## config.mk

```make
export PLATFORM = sky130hd
export DESIGN_NAME = bridge_return_arb
export DESIGN_NICKNAME = d
export VERILOG_FILES = /design/src/rtl/brt_pkg.sv /design/src/rtl/brt_fifo.sv /design/src/rtl/brt_arb.sv /design/src/rtl/bridge_return_arb.sv
export SDC_FILE = /design/constraint.sdc
export NUM_CORES = 2
export LEC_CHECK = 0
export BUFFER_PORTS_ARGS = -buffer_cell sky130_fd_sc_hd__clkbuf_2
export CORE_ASPECT_RATIO = 1.4
export CORE_MARGIN = 3
export CORE_UTILIZATION = 30
export DETAILED_ROUTE_END_ITERATION = 10
export PLACE_DENSITY = 0.52
export SYNTH_ARGS = -nofsm -noshare
export SYNTH_HDL_FRONTEND = slang
export SYNTH_SLANG_ARGS = --single-unit
```

## constraint.sdc

```tcl
create_clock -name clk -period 3.1 [get_ports clk]
set_input_delay 0.465 -clock clk [delete_from_list [all_inputs] [get_ports clk]]
set_output_delay 0.465 -clock clk [all_outputs]
set_load 0.05 [all_outputs]
```

## src/rtl/brt_pkg.sv

```systemverilog
package brt_pkg;

    typedef enum logic [1:0] {
        OWN_PARK = 2'b00,
        OWN_CPU  = 2'b01,
        OWN_BRG  = 2'b10
    } owner_e;

endpackage

```

## src/rtl/brt_fifo.sv

```systemverilog
module brt_fifo #(
    parameter int WIDTH = 32,
    parameter int DEPTH = 4
) (
    input  logic             clk,
    input  logic             rst_n,
    input  logic             push,
    input  logic [WIDTH-1:0] push_data,
    input  logic             pop,
    output logic [WIDTH-1:0] head,
    output logic             full,
    output logic             empty
);
    localparam int PTR_W = (DEPTH > 1) ? $clog2(DEPTH) : 1;
    localparam int CNT_W = $clog2(DEPTH + 1);

    typedef struct packed {
        logic [DEPTH-1:0][WIDTH-1:0] mem;
        logic [PTR_W-1:0]            wp;
        logic [PTR_W-1:0]            rp;
        logic [CNT_W-1:0]            cnt;
    } fifo_st_t;

    fifo_st_t q, d;

    always_comb begin
        d = q;
        if (push) begin
            d.mem[q.wp] = push_data;
            d.wp = (q.wp == PTR_W'(DEPTH - 1)) ? '0 : q.wp + 1'b1;
        end
        if (pop) begin
            d.rp = (q.rp == PTR_W'(DEPTH - 1)) ? '0 : q.rp + 1'b1;
        end
        case ({push, pop})
            2'b10:   d.cnt = q.cnt + 1'b1;
            2'b01:   d.cnt = q.cnt - 1'b1;
            default: d.cnt = q.cnt;
        endcase
    end

    always_ff @(posedge clk) begin
        if (!rst_n) q <= '0;
        else        q <= d;
    end

    assign head  = q.mem[q.rp];
    assign full  = (q.cnt == CNT_W'(DEPTH));
    assign empty = (q.cnt == '0);

    AST_NO_OVERFLOW: assert property (@(posedge clk) disable iff (!rst_n)
        push |-> !full);
    AST_NO_UNDERFLOW: assert property (@(posedge clk) disable iff (!rst_n)
        pop |-> !empty);

endmodule

```

## src/rtl/brt_arb.sv

```systemverilog
module brt_arb
    import brt_pkg::*;
#(
    parameter int DATA_W    = 64,
    parameter int ADDR_W    = 32,
    parameter int BEATS     = 4,
    parameter int AGE_LIMIT = 8
) (
    input  logic                    clk,
    input  logic                    rst_n,
    input  logic                    rd_avail,
    input  logic [BEATS*DATA_W-1:0] rd_head,
    input  logic                    inv_avail,
    input  logic [ADDR_W-1:0]       inv_head,
    input  logic                    cpu_req,
    output logic                    rd_pop,
    output logic                    inv_pop,
    output logic                    cpu_gnt,
    output logic [1:0]              bus_owner,
    output logic                    brg_drive,
    output logic                    brg_is_inv,
    output logic                    brg_last,
    output logic [DATA_W-1:0]       brg_data
);
    localparam int ENT_W = BEATS * DATA_W;
    localparam int REM_W = $clog2(BEATS + 1);
    localparam int AGE_W = $clog2(AGE_LIMIT + 1);

    typedef struct packed {
        owner_e             owner;
        logic               drive;
        logic               is_inv;
        logic               last;
        logic [DATA_W-1:0]  data;
        logic [ENT_W-1:0]   burst;
        logic [REM_W-1:0]   rem;
        logic [AGE_W-1:0]   age;
    } arb_st_t;

    arb_st_t q, d;
    logic    aged;

    always_comb begin
        d       = q;
        rd_pop  = 1'b0;
        inv_pop = 1'b0;
        aged    = inv_avail && (q.age >= AGE_W'(AGE_LIMIT));

        if (q.rem != '0) begin
            // open burst: next beat, no arbitration
            d.owner  = OWN_BRG;
            d.drive  = 1'b1;
            d.is_inv = 1'b0;
            d.data   = q.burst[DATA_W-1:0];
            d.burst  = q.burst >> DATA_W;
            d.rem    = q.rem - 1'b1;
            d.last   = (q.rem == REM_W'(1));
        end else if (inv_avail && (aged || !rd_avail)) begin
            d.owner  = OWN_BRG;
            d.drive  = 1'b1;
            d.is_inv = 1'b1;
            d.last   = 1'b1;
            d.data   = '0;
            d.data[ADDR_W-1:0] = inv_head;
            inv_pop  = 1'b1;
        end else if (rd_avail) begin
            d.owner  = OWN_BRG;
            d.drive  = 1'b1;
            d.is_inv = 1'b0;
            d.data   = rd_head[DATA_W-1:0];
            d.burst  = rd_head >> DATA_W;
            d.rem    = REM_W'(BEATS - 1);
            d.last   = (BEATS == 1);
            rd_pop   = 1'b1;
        end else begin
            d.owner  = cpu_req ? OWN_CPU : OWN_PARK;
            d.drive  = 1'b0;
            d.is_inv = 1'b0;
            d.last   = 1'b0;
            d.data   = '0;
        end

        if (!inv_avail || inv_pop)          d.age = '0;
        else if (q.age < AGE_W'(AGE_LIMIT)) d.age = q.age + 1'b1;
    end

    always_ff @(posedge clk) begin
        if (!rst_n) begin
            q       <= '0;
            q.owner <= OWN_PARK;
        end else begin
            q <= d;
        end
    end

    assign cpu_gnt    = (q.owner != OWN_BRG);
    assign bus_owner  = q.owner;
    assign brg_drive  = q.drive;
    assign brg_is_inv = q.is_inv;
    assign brg_last   = q.last;
    assign brg_data   = q.data;

    AST_BRIDGE_WINS: assert property (@(posedge clk) disable iff (!rst_n)
        (rd_avail || inv_avail) |=> (!cpu_gnt && brg_drive));
    AST_PARK_CPU: assert property (@(posedge clk) disable iff (!rst_n)
        (!rd_avail && !inv_avail && q.rem == '0 && !cpu_req) |=> (cpu_gnt && bus_owner == 2'b00));
    AST_BURST_HOLD: assert property (@(posedge clk) disable iff (!rst_n)
        (brg_drive && !brg_is_inv && !brg_last) |=> (brg_drive && !brg_is_inv));
    AST_READ_FIRST: assert property (@(posedge clk) disable iff (!rst_n)
        (q.rem == '0 && rd_avail && inv_avail && q.age < AGE_W'(AGE_LIMIT)) |=> (brg_drive && !brg_is_inv));
    AST_AGED_INV: assert property (@(posedge clk) disable iff (!rst_n)
        (q.rem == '0 && aged) |=> (brg_drive && brg_is_inv));

endmodule

```

## src/rtl/bridge_return_arb.sv

```systemverilog
module bridge_return_arb #(
    parameter int DATA_W    = 64,
    parameter int ADDR_W    = 32,
    parameter int BEATS     = 4,
    parameter int DEPTH     = 4,
    parameter int AGE_LIMIT = 8
) (
    input  logic                    clk,
    input  logic                    rst_n,
    input  logic                    rd_valid,
    output logic                    rd_ready,
    input  logic [BEATS*DATA_W-1:0] rd_entry,
    input  logic                    inv_valid,
    output logic                    inv_ready,
    input  logic [ADDR_W-1:0]       inv_addr,
    input  logic                    cpu_req,
    output logic                    cpu_gnt,
    output logic [1:0]              bus_owner,
    output logic                    brg_drive,
    output logic                    brg_is_inv,
    output logic                    brg_last,
    output logic [DATA_W-1:0]       brg_data
);
    localparam int ENT_W = BEATS * DATA_W;

    logic             rd_full, rd_empty, rd_pop;
    logic             inv_full, inv_empty, inv_pop;
    logic [ENT_W-1:0] rd_head;
    logic [ADDR_W-1:0] inv_head;

    assign rd_ready  = !rd_full;
    assign inv_ready = !inv_full;

    brt_fifo #(.WIDTH(ENT_W), .DEPTH(DEPTH)) u_rd_q (
        .clk(clk), .rst_n(rst_n),
        .push(rd_valid && rd_ready), .push_data(rd_entry),
        .pop(rd_pop), .head(rd_head), .full(rd_full), .empty(rd_empty)
    );

    brt_fifo #(.WIDTH(ADDR_W), .DEPTH(DEPTH)) u_inv_q (
        .clk(clk), .rst_n(rst_n),
        .push(inv_valid && inv_ready), .push_data(inv_addr),
        .pop(inv_pop), .head(inv_head), .full(inv_full), .empty(inv_empty)
    );

    brt_arb #(.DATA_W(DATA_W), .ADDR_W(ADDR_W), .BEATS(BEATS), .AGE_LIMIT(AGE_LIMIT)) u_arb (
        .clk(clk), .rst_n(rst_n),
        .rd_avail(!rd_empty), .rd_head(rd_head),
        .inv_avail(!inv_empty), .inv_head(inv_head),
        .cpu_req(cpu_req),
        .rd_pop(rd_pop), .inv_pop(inv_pop),
        .cpu_gnt(cpu_gnt), .bus_owner(bus_owner),
        .brg_drive(brg_drive), .brg_is_inv(brg_is_inv),
        .brg_last(brg_last), .brg_data(brg_data)
    );

    AST_OWNER_MATCH: assert property (@(posedge clk) disable iff (!rst_n)
        (bus_owner == 2'b10) == brg_drive);

endmodule

```

==> metrics.txt <==
cts hold-fix bufs 289; Post-DP Area 65200 sq um; area leader, netlist dfxtp_1; EDFF count, synth 0; Worst VDD drop 0.982 mV; Unique masters post-synth 35; Detailed Route Iter0 Violations 3838; Syn Std Cell Area 61100 sq um; final hold violations 0; Leak 0.0254 uW; Synth Net Count 7059; RSZ-0062 raised after global routing false; total number of vias 49.7k; Die Wd 387 microns; vias per cell 5.02; final worst clock skew 0.0692 ns; largest net degree at the start of global routing 149; Tmin final 2.58 ns; CP startpoint kind register; endpoints failing setup 0; GRT Total Usage 20.1%; Critical Path Sink Type output pin; TritonCTS clock tree done; WP data arrival 2.11 ns; initial antenna violation count 62; synth top area cells dfxtp_1 47%, nand2_1 15%, a21boi_1 13%, mux4_2 11%, a21oi_1 2.1%; setup TNS 0 ns; crit share post-route 83.1%; first-pass GRT wire length 323000 microns; count leader, synth nand2_1; Max H-tree Level 4; gpl congestion 0.802; sw frac 35.8%; Avg Cell Area, Syn 9.05 sq um; Wirelength per Cell 22.0 microns; clock power share 33.0%; fmax 0.388 GHz; Min-Delay Path Class input pin to register; Worst-path clk slew 0.06 ns; finished layout cell area 73300 sq um; DR pass1 iterations 6; combinational share of power 28.2%; total CTS buffers 159; Crit Path Max Fanout 10; Setup Buffers After CTS 0; Core Util, Final 36.3%; Cells after Synth 6747; Slew Limit Fails 0; WS Path Type register to output pin; Final Net Count 7388; async set-reset flop share out of synthesis 0%; row cnt 195; vias in the first global route 48.1k; Clk Latency, worst-skew pair 0.82 ns; clk sinks 1433; Remaining DRCs 0; Initial Utilization 30.2%; port buffer count 364; Synth-to-Final Area Change 20.0%; Bufs on Longest Clock Path 4; share of the synthesized area in the top cell type 47.0%; total core area 202000 sq um; Yosys Warn Count 0; Worst Tran Pin Value 0.923 ns; DIE HEIGHT 540 microns; Reg power frac 38.9%; Synth Register Bits 1433; Routed Antenna Nets 0; HPWL after DPL 138000 microns; pwr dens 793 nW/um^2; max_cap viols 0; layout cells sized above 1 14.8%; Slew HR 38.4%; post-CTS sizing 0; io pins 365; gr ovfl total 0; final wirelength 217000 microns; Clock Tree Root clkbuf_16; register area share after synthesis 47.0%; CP required 2.63 ns; Net Sw Power 20800 uW; top_reg_cell synth dfxtp_1; Int Pwr 37300 uW; Post-synth top cells 2475 x nand2_1, 1433 x dfxtp_1, 1082 x a21boi_1; outcome finished, final reports clean; total die area 209000 sq um
-- metal layers --
layer / share of wire [%] / vias up / track usage, %
met3: 5.8 / 327 / 3.34
met5: 0.089 / - / 0
met4: 3.8 / 30 / 7.28
li1: - / 23300 / -
met2: 46 / 1341 / 32.1
met1: 45 / 24600 / 27.3
-- registers in the layout (all words and copies together), names as in the netlist --
signal,flops
u_rd_q.q,1031
u_arb.brg_is_inv,1
u_arb.brg_drive,1
u_inv_q.q,135
u_arb.brg_data,64
u_arb.brg_last,1
u_arb.q,199
u_arb.bus_owner,1
-- worst max-delay path, stage by stage (launching register included) --
cell and delay, ns:
dfxtp_1 0.39, or3b_1 0.40, buf_4 0.22, clkbuf_2 0.29
-- area by class of cell --
cell class | instances | area (sq um)
diodes | 36 | 90.1
clock buffers | 227 | 4530
clock inverters | 47 | 642
fillers | 20600 | 129000
inverters | 14 | 52.6
multi-input cells | 4658 | 29100
flip-flops and latches | 1433 | 28700
well taps | 2659 | 3330
repair buffers | 810 | 6920
-- per-stage QoR --
step,setup slack [ns],cells,power (uW),hold WS (ns)
final,0.525,9884,58100,0.141
after global routing,0.419,9861,60800,0.124
after CTS,0.488,9848,59000,0.0833
after detailed placement,0.580,9285,39200,0.442
after global placement,0.602,9285,39100,0.437
after floorplan,0.342,6747,32200,0.427
-- worst paths after layout --
path	end	from	depth (start not counted)	slack [ns]
min reg2reg	u_arb.q[84]$_SDFFE_PN0P_	u_arb.q[148]$_SDFFE_PN0P_	2	0.44
max reg2reg	u_inv_q.q[2]$_SDFFE_PN0P_	u_arb.q[4]$_SDFFE_PN0P_	10	0.58
max	rd_ready	u_rd_q.q[2]$_SDFFE_PN0P_	3	0.52
min	u_rd_q.q[1022]$_SDFFE_PN0P_	rst_n	2	0.14
-- power groups by stage --
stage	clock network [uW]	logic, uW	registers (uW)
2_1_floorplan	0	10800	21400
3_3_place_gp	0	16000	23000
3_5_place_dp	0	16200	23100
4_1_cts	19700	16600	22700
5_1_grt	20400	17700	22700
6_report	19200	16400	22600
-- kinds of logic (layout without fill, tap and decap cells) --
family,after synthesis,after routing,share of synthesized area (%)
and+or+nand+nor,2623,2623,16.7
AOI/OAI and AO/OA,1716,1716,19.5
DFF,1433,1433,47.0
buffers and inverters,656,1098,5.59
muxes,294,294,10.7
adders and majority gates,19,19,0.414
xor gates and xnor gates,6,6,0.0860
other,0,36,0
-- layout by cell type (no fill, tap or decap), drive strengths merged, types with 5 or more instances in the layout --
cell	count
a21boi	1190
diode	36
dlygate4sd3	289
inv	20
nor2	7
bufinv	12
dfxtp	1433
a22oi	128
nor2b	104
or3	6
ha	17
and2	5
clkinv	25
and3	8
o21ai	134
a21oi	257
nand2	2475
nand3	11
mux4	288
mux2i	6
clkbuf	590
buf	158
No activity file was read; power rests on OpenSTA's default activity.
